==> config.mk <==
export PLATFORM = sky130hd
export DESIGN_NAME = pc_seq
export DESIGN_NICKNAME = d
export VERILOG_FILES = /design/src/rtl/pc_seq_pkg.sv /design/src/rtl/pc_seq_phase.sv /design/src/rtl/pc_seq_arb.sv /design/src/rtl/pc_seq_slot.sv /design/src/rtl/pc_seq.sv
export SDC_FILE = /design/constraint.sdc
export NUM_CORES = 1
export LEC_CHECK = 0
export BUFFER_PORTS_ARGS = -buffer_cell sky130_fd_sc_hd__buf_2
export CORE_AREA = 4 4 73 58
export CTS_CLUSTER_DIAMETER = 200
export DETAILED_ROUTE_END_ITERATION = 8
export DIE_AREA = 0 0 77 62
export PLACE_DENSITY = 0.71
export REMOVE_ABC_BUFFERS = 1
export SLEW_MARGIN = 25
export SYNTH_ARGS = -nofsm -noshare
export SYNTH_HDL_FRONTEND = slang
export SYNTH_SLANG_ARGS = --single-unit
==> constraint.sdc <==
create_clock -name clk -period 1.94 [get_ports clk]
set_input_delay 0.582 -clock clk [delete_from_list [all_inputs] [get_ports clk]]
set_output_delay 0.582 -clock clk [all_outputs]
set_load 0.03 [all_outputs]
==> src/rtl/pc_seq_pkg.sv <==
package pc_seq_pkg;
  typedef enum logic [1:0] {
    NXT_INC  = 2'd0,
    NXT_TGT  = 2'd1,
    NXT_STK  = 2'd2,
    NXT_PAGE = 2'd3
  } nxt_sel_e;

  typedef struct packed {
    logic call;
    logic jmp;
    logic ret;
    logic pcl;
    logic skip;
  } req_t;
endpackage

==> src/rtl/pc_seq_phase.sv <==
module pc_seq_phase #(
  parameter int PHASES = 4,
  localparam int PH_W = (PHASES > 1) ? $clog2(PHASES) : 1
) (
  input  logic            clk,
  input  logic            rst_n,
  output logic [PH_W-1:0] phase,
  output logic            cyc_end
);
  localparam logic [PH_W-1:0] LAST = PH_W'(PHASES - 1);

  assign cyc_end = (phase == LAST);

  always_ff @(posedge clk or negedge rst_n) begin
    if (!rst_n)       phase <= '0;
    else if (cyc_end) phase <= '0;
    else              phase <= phase + 1'b1;
  end
endmodule

==> src/rtl/pc_seq_arb.sv <==
module pc_seq_arb
  import pc_seq_pkg::*;
(
  input  req_t     req,
  input  logic     skip_met,
  input  logic     in_dummy,
  output nxt_sel_e sel,
  output logic     push,
  output logic     redirect,
  output logic     skip_taken
);
  always_comb begin
    sel        = NXT_INC;
    push       = 1'b0;
    redirect   = 1'b0;
    skip_taken = 1'b0;
    if (!in_dummy) begin
      if (req.call) begin
        sel = NXT_TGT; push = 1'b1; redirect = 1'b1;
      end else if (req.jmp) begin
        sel = NXT_TGT; redirect = 1'b1;
      end else if (req.ret) begin
        sel = NXT_STK; redirect = 1'b1;
      end else if (req.pcl) begin
        sel = NXT_PAGE; redirect = 1'b1;
      end else if (req.skip && skip_met) begin
        skip_taken = 1'b1;
      end
    end
  end
endmodule

==> src/rtl/pc_seq_slot.sv <==
module pc_seq_slot #(
  parameter int PC_W = 10
) (
  input  logic            clk,
  input  logic            rst_n,
  input  logic            wr_en,
  input  logic [PC_W-1:0] wr_addr,
  output logic [PC_W-1:0] rd_addr
);
  always_ff @(posedge clk or negedge rst_n) begin
    if (!rst_n)     rd_addr <= '0;
    else if (wr_en) rd_addr <= wr_addr;
  end
endmodule

==> src/rtl/pc_seq.sv <==
module pc_seq
  import pc_seq_pkg::*;
#(
  parameter int PC_W   = 10,
  parameter int PAGE_W = 8,
  parameter int PHASES = 4,
  localparam int PH_W  = (PHASES > 1) ? $clog2(PHASES) : 1
) (
  input  logic              clk,
  input  logic              rst_n,
  input  logic              call_req,
  input  logic              jmp_req,
  input  logic              ret_req,
  input  logic              pcl_wr,
  input  logic [PAGE_W-1:0] pcl_data,
  input  logic              skip_req,
  input  logic              skip_met,
  input  logic [PC_W-1:0]   target,
  output logic [PC_W-1:0]   fetch_addr,
  output logic              dummy_cyc,
  output logic              cyc_end,
  output logic [PH_W-1:0]   phase
);
  localparam logic [PC_W-1:0] LOW_MASK = PC_W'((64'd1 << PAGE_W) - 64'd1);

  function automatic logic [PC_W-1:0] page_merge(input logic [PC_W-1:0] cur,
                                                 input logic [PAGE_W-1:0] low);
    return (cur & ~LOW_MASK) | (PC_W'(low) & LOW_MASK);
  endfunction

  function automatic logic [PC_W-1:0] pick_next(input nxt_sel_e s,
                                                input logic [PC_W-1:0] cur,
                                                input logic [PC_W-1:0] tgt,
                                                input logic [PC_W-1:0] slot,
                                                input logic [PAGE_W-1:0] low);
    case (s)
      NXT_TGT:  return tgt;
      NXT_STK:  return slot;
      NXT_PAGE: return page_merge(cur, low);
      default:  return cur + 1'b1;
    endcase
  endfunction

  req_t            req;
  nxt_sel_e        sel;
  logic            push_evt;
  logic            redirect_evt;
  logic            skip_evt;
  logic            flush_evt;
  logic            ret_evt;
  logic            page_evt;
  logic [PC_W-1:0] ret_addr;
  logic [PC_W-1:0] nxt_addr;

  assign req = '{call: call_req, jmp: jmp_req, ret: ret_req, pcl: pcl_wr, skip: skip_req};

  pc_seq_phase #(.PHASES(PHASES)) u_phase (
    .clk(clk), .rst_n(rst_n), .phase(phase), .cyc_end(cyc_end)
  );

  pc_seq_arb u_arb (
    .req(req), .skip_met(skip_met), .in_dummy(dummy_cyc),
    .sel(sel), .push(push_evt), .redirect(redirect_evt), .skip_taken(skip_evt)
  );

  pc_seq_slot #(.PC_W(PC_W)) u_slot (
    .clk(clk), .rst_n(rst_n), .wr_en(cyc_end && push_evt),
    .wr_addr(fetch_addr), .rd_addr(ret_addr)
  );

  assign flush_evt = redirect_evt | skip_evt;
  assign ret_evt   = (sel == NXT_STK);
  assign page_evt  = (sel == NXT_PAGE);
  assign nxt_addr  = pick_next(sel, fetch_addr, target, ret_addr, pcl_data);

  always_ff @(posedge clk or negedge rst_n) begin
    if (!rst_n) begin
      fetch_addr <= '0;
      dummy_cyc  <= 1'b1;
    end else if (cyc_end) begin
      fetch_addr <= nxt_addr;
      dummy_cyc  <= flush_evt;
    end
  end
endmodule

# Word level (Yosys, flattened, before mapping)

Cells that the tools add are included.
W data, S select, Z words.

$add $sub $neg: 2
Equal/unequal tests: 4
Muxes and demuxes: 20
Bitwise operators: 2
Reduce and logical (&&, ||, !) cells: 2

Operator list:

| cell                    | count |
|---|---|
| $pmux W10 S3            | 1 |
| $mux W1                 | 13 |
| $mux W2                 | 6 |
| $add A10 B1 Y10 const B | 1 |
| $or A10 B8 Y10          | 1 |
| $eq A2 B2 Y1 const B    | 3 |
| $add A2 B1 Y2 const B   | 1 |
| $eq A2 B1 Y1 const B    | 1 |
| $logic_and A1 B1 Y1     | 2 |
| $or A1 B1 Y1            | 1 |

Register bits after elaboration: 23
Input bits: 26
Output and inout port bits: 14
Word-level logic and storage cells: 34

# Logic depth before layout (Yosys ltp)

Depth in word-level cells: 8
Gate-level depth with buffers: 6
Depth with buffers taken out: 5

# Cells and area by module

A second synthesis with hierarchy kept.

Cells, all modules: 122
Area, all modules: 1368.8 um^2

By module, submodules not included:

| module       | times used | cells each | area an instance (um^2) | seq. area each (um^2) |
|---|---|---|---|---|
| pc_seq       | 1          | 88         | 833.3                   | 276.5 |
| pc_seq_slot  | 1          | 21         | 411.6                   | 250.2 |
| pc_seq_phase | 1          | 4          | 66.3                    | 50.0 |
| pc_seq_arb   | 1          | 9          | 57.6                    | 0.0 |

# Worst setup path after synthesis

Ideal clock, no wire load.

Path type: reg-to-reg
From: register u_phase.phase[0]
To: register u_slot.rd_addr[3]
Setup time: 0.125 ns
Data arrival time: 1.909 ns
Required time: 1.815 ns
Path slack: -0.094 ns
Cell stages (with the launch flop): 6
Buffers on the path: 1
Period minus slack after synthesis: 2.034 ns
Cells stage by stage: dfrtp_1 -> ha_1 -> nor2b_1 -> nand2_1 -> clkbuf_1 -> mux2_2

Longest elaborated chain between the ends: 2

Ends and longest elaborated chain:

| item                   | line               | source |
|---|---|---|
| from (decl)            | pc_seq_phase.sv:7  | `output logic [PH_W-1:0] phase,` |
| from (signal assigned) | pc_seq_phase.sv:17 | `else phase <= phase + 1'b1;` |
| $eq A2 B2 Y1           | pc_seq_phase.sv:12 | `assign cyc_end = (phase == LAST);` |
| via cyc_end            | pc_seq.sv:21       | `output logic cyc_end,` |
| $logic_and A1 B1 Y1    | pc_seq.sv:67       | `.clk(clk), .rst_n(rst_n), .wr_en(cyc_end && push_evt),` |
| to (signal assigned)   | pc_seq_slot.sv:12  | `else if (wr_en) rd_addr <= wr_addr;` |
| to (decl)              | pc_seq_slot.sv:8   | `output logic [PC_W-1:0] rd_addr` |

The timed path passes the listed nets, and every way through them passes these cells.
A chain may end at the register's enable or synchronous reset.

# Final worst setup path

From: register dummy_cyc
To: output dummy_cyc

RTL lines:

| item                   | line         | source |
|---|---|---|
| from (decl)            | pc_seq.sv:20 | `output logic dummy_cyc,` |
| from (signal assigned) | pc_seq.sv:82 | `dummy_cyc <= flush_evt;` |

No word-level cell between the ends.

==> run summary <==
number of DRC markers after the initial detailed-route iteration: 84
total gr overflow: 0
maximum clock rate: 547 MHz
startpoint-to-endpoint class of the critical path: reg -> out
non-filler instance count after layout: 232
number of setup buffers added after CTS: 0
Die Span X: 77 um
remaining antenna violation count: 0
share of power burned in the clock network: 0.203
maximum number of pins on one net before global-route repair: 24
highest net fanout along the worst path: 14
detailed-router iteration count before antenna repair: 4
internal portion of total power: 921 uW
Worst Path Required: 1.36 ns
total stage count of the critical path: 1
post-synth design cell area: 1370 um^2
met1 Resource Use GR: 0.258
commonest cells after routing, fill and taps aside: 39 x sky130_fd_sc_hd__buf_2, 22 x sky130_fd_sc_hd__dfrtp_1, 17 x sky130_fd_sc_hd__o21ai_0
transition at the pin with the smallest max-transition slack: 0.519 ns
setup repair after global routing missed its margin: no
Flop pwr share: 0.500
most common cell after layout, fill and taps aside: sky130_fd_sc_hd__buf_2
dominant cells by area after synthesis: sky130_fd_sc_hd__dfrtp_1 40%, sky130_fd_sc_hd__mux2_2 6.6%, sky130_fd_sc_hd__o21ai_0 6.2%, sky130_fd_sc_hd__a21oi_1 2.9%, sky130_fd_sc_hd__nand2_1 2.7%
fraction of final layout cells sized beyond drive strength 1: 0.379
Synth top area share: 0.403
Critical Path Max Stage Delay: 0.72 ns
antenna fix cells: 0
number of antenna violations at the first check in global routing: 0
YS warnings: 0
die height: 62 um
Skew-Pair Late Insertion Delay: 0.26 ns
launch point of the worst reg-to-reg path: u_phase.phase[0]$_DFF_PN0_
Vias/cell: 5.56
clock sink total: 23
combinational power share: 0.297
fraction of synthesis flops using an asynchronous set or reset pin: 1.00
half-perimeter wire length after detailed placement: 2.87 mm
CORE AREA: 3540 um^2
root buffer selected by CTS: sky130_fd_sc_hd__clkbuf_8
final wirelength: 3.77 mm
Finish-stage setup viols: 0
die outline area: 4770 um^2
capturing point of the worst reg2reg path: fetch_addr[7]$_DFFE_PN0P_
result of the run: finished clean
Post-CTS Hold Fix Bufs: 0
Startpoint Class: flop
switching share of total power: 0.355
Pleak: 0.000787 uW
clock tree from TritonCTS: done
Max clock buf depth: 2
Relative slew margins: 0.654
nets: 219
count of state elements after synthesis: 23
met3 GRT Util: 0.0418
final period utilization: 0.943
Final Wtd Congestion: 0.910
total negative slack: 0 ns
total CTS buffers: 3
switching power: 506 uW
cell type group with the largest total delay on the critical path: flip-flops
routed wire length per instance: 16.2 um
critical path capture point type: output pin
CP max stage cell: sky130_fd_sc_hd__dfstp_2
number of global-route vias before repair: 1268
Tightest Hold Check Type: in -> async
number of synthesized flops with an enable pin: 0
Arrival @ worst endpoint: 1.25 ns
clock slew at the register clock pins of the worst setup and hold paths: 0.08 ns
internal reg-to-reg setup slack: 0.27 ns
maximum vdd ir drop: 496 uV
layout overhead on the synthesized area: 27.4%
post-layout utilization of the core: 0.492
hold violation total from the final report: 0
post-detailed-placement cell area: 1690 um^2
buffer and inverter count on the worst path: 1
number of different library cells in the post-synthesis netlist: 46
vias post-DR: 1290
post-synthesis instance total: 139
final worst clock skew: 0.00237 ns
H-tree depth: 1
met2 GRT Util: 0.247
starting utilization of the core area: 0.386
cell area after layout: 1740 um^2
global-route wire length before repair: 6.35 mm
power density cells: 819 nW/um^2
post-synthesis area per instance: 9.84 um^2
# Max-Cap Violations: 0
IO Count: 40
cell type contributing the most total cell area after synthesis: sky130_fd_sc_hd__dfrtp_1
total global-route track usage: 0.170
sequential element share of the synthesized area: 0.422
commonest register cell after synthesis: sky130_fd_sc_hd__dfrtp_1
final count of pins violating max slew: 0
number of fill cells in the layout: 350
placed cell count: 228
DRC errors left: 0
count of port buffers added during placement: 39
final critical path time including I/O delays and setup: 1.83 ns
most crowded layer after global routing: met1
FF-to-FF path depth: 5
row count: 19
worst-path cell chain: buf_2
-- layer usage --
layer  part of all wire  vias up
met5                  0        -
met4             0.0074        0
met3              0.076        4
met2               0.40       51
met1               0.51      600
li1                   -      635
-- power by group through the flow --
stage          Clock [uW]  Sequential (uW)  Combinational (uW)
2_1_floorplan           0              779                 184
3_3_place_gp            0              715                 424
3_5_place_dp            0              718                 424
4_1_cts               304              709                 427
5_1_grt               333              725                 471
6_report              290              713                 424
-- flip-flops by register name, summed over array words and instances, names as in the netlist --
signal          cells
fetch_addr         10
u_slot.rd_addr     10
u_phase.phase       2
dummy_cyc           1
-- cell families (layout without fill, tap and decap cells) --
logic type / after synthesis / count (layout) / share of synthesized area
compound gates: 49 / 49 / 0.239
flops: 23 / 23 / 0.422
mux: 10 / 10 / 0.0805
fa+ha+maj: 2 / 2 / 0.0183
buf+inv: 10 / 61 / 0.0348
simple gates: 45 / 45 / 0.206
-- worst reg2reg max path, cell delays in order, from the launching register on --
cell and delay (ns):
sky130_fd_sc_hd__dfrtp_1 0.39, sky130_fd_sc_hd__ha_2 0.22, sky130_fd_sc_hd__nor2b_1 0.37, sky130_fd_sc_hd__nand2b_1 0.23
sky130_fd_sc_hd__and3b_1 0.23, sky130_fd_sc_hd__a221oi_2 0.16
-- stage by stage --
step                power (uW)  hold slack (ns)  setup slack [ns]
finish                    1430            0.288             0.111
global route              1530            0.333            0.0126
CTS                       1440            0.310            0.0551
detailed placement        1140            0.447            0.0319
global placement          1140            0.438           0.00689
floorplan                  962            0.286            -0.184
-- repair_timing --
action                                 in CTS  in global routing
gates resized for setup                     0                  2
endpoints found under the hold margin       0                  0
setup endpoints to repair                   0                  1
-- worst max path at each step --
stage	endpoint	startpoint
final	dummy_cyc	dummy_cyc$_DFFE_PN1P_
after detailed placement	fetch_addr[3]$_DFFE_PN0P_	jmp_req
after global routing	cyc_end	u_phase.phase[0]$_DFF_PN0_
after global placement	fetch_addr[2]$_DFFE_PN0P_	jmp_req
after floorplan	u_slot.rd_addr[1]$_DFFE_PN0P_	u_phase.phase[0]$_DFF_PN0_
after CTS	cyc_end	u_phase.phase[0]$_DFF_PN0_
-- area by class of cell --
type,instances,area [um^2],share of cell area
clock buffers,4,45.0,0.0258
inverters,3,11.3,0.00646
multi-input cells,106,746,0.428
flip-flops and latches,23,577,0.331
well taps,42,52.6,0.0302
repair buffers,54,312,0.179
-- synth_stat cells, types with 2 or more instances --
cell type / number
sky130_fd_sc_hd__and3_1: 3
sky130_fd_sc_hd__nand3_1: 6
sky130_fd_sc_hd__mux2_2: 8
sky130_fd_sc_hd__a211o_1: 3
sky130_fd_sc_hd__a21boi_0: 2
sky130_fd_sc_hd__nor2_1: 6
sky130_fd_sc_hd__and2_1: 2
sky130_fd_sc_hd__o21ai_0: 17
sky130_fd_sc_hd__dfrtp_1: 22
sky130_fd_sc_hd__o2bb2ai_1: 3
sky130_fd_sc_hd__a21oi_1: 8
sky130_fd_sc_hd__a211oi_1: 4
sky130_fd_sc_hd__mux2i_1: 2
sky130_fd_sc_hd__buf_2: 2
sky130_fd_sc_hd__nand2b_1: 2
sky130_fd_sc_hd__ha_1: 2
sky130_fd_sc_hd__or4bb_1: 2
sky130_fd_sc_hd__o221ai_1: 2
sky130_fd_sc_hd__nand4_1: 2
sky130_fd_sc_hd__clkbuf_1: 4
sky130_fd_sc_hd__inv_1: 3
sky130_fd_sc_hd__nand2_1: 10
No activity file was read; power rests on OpenSTA's default activity.
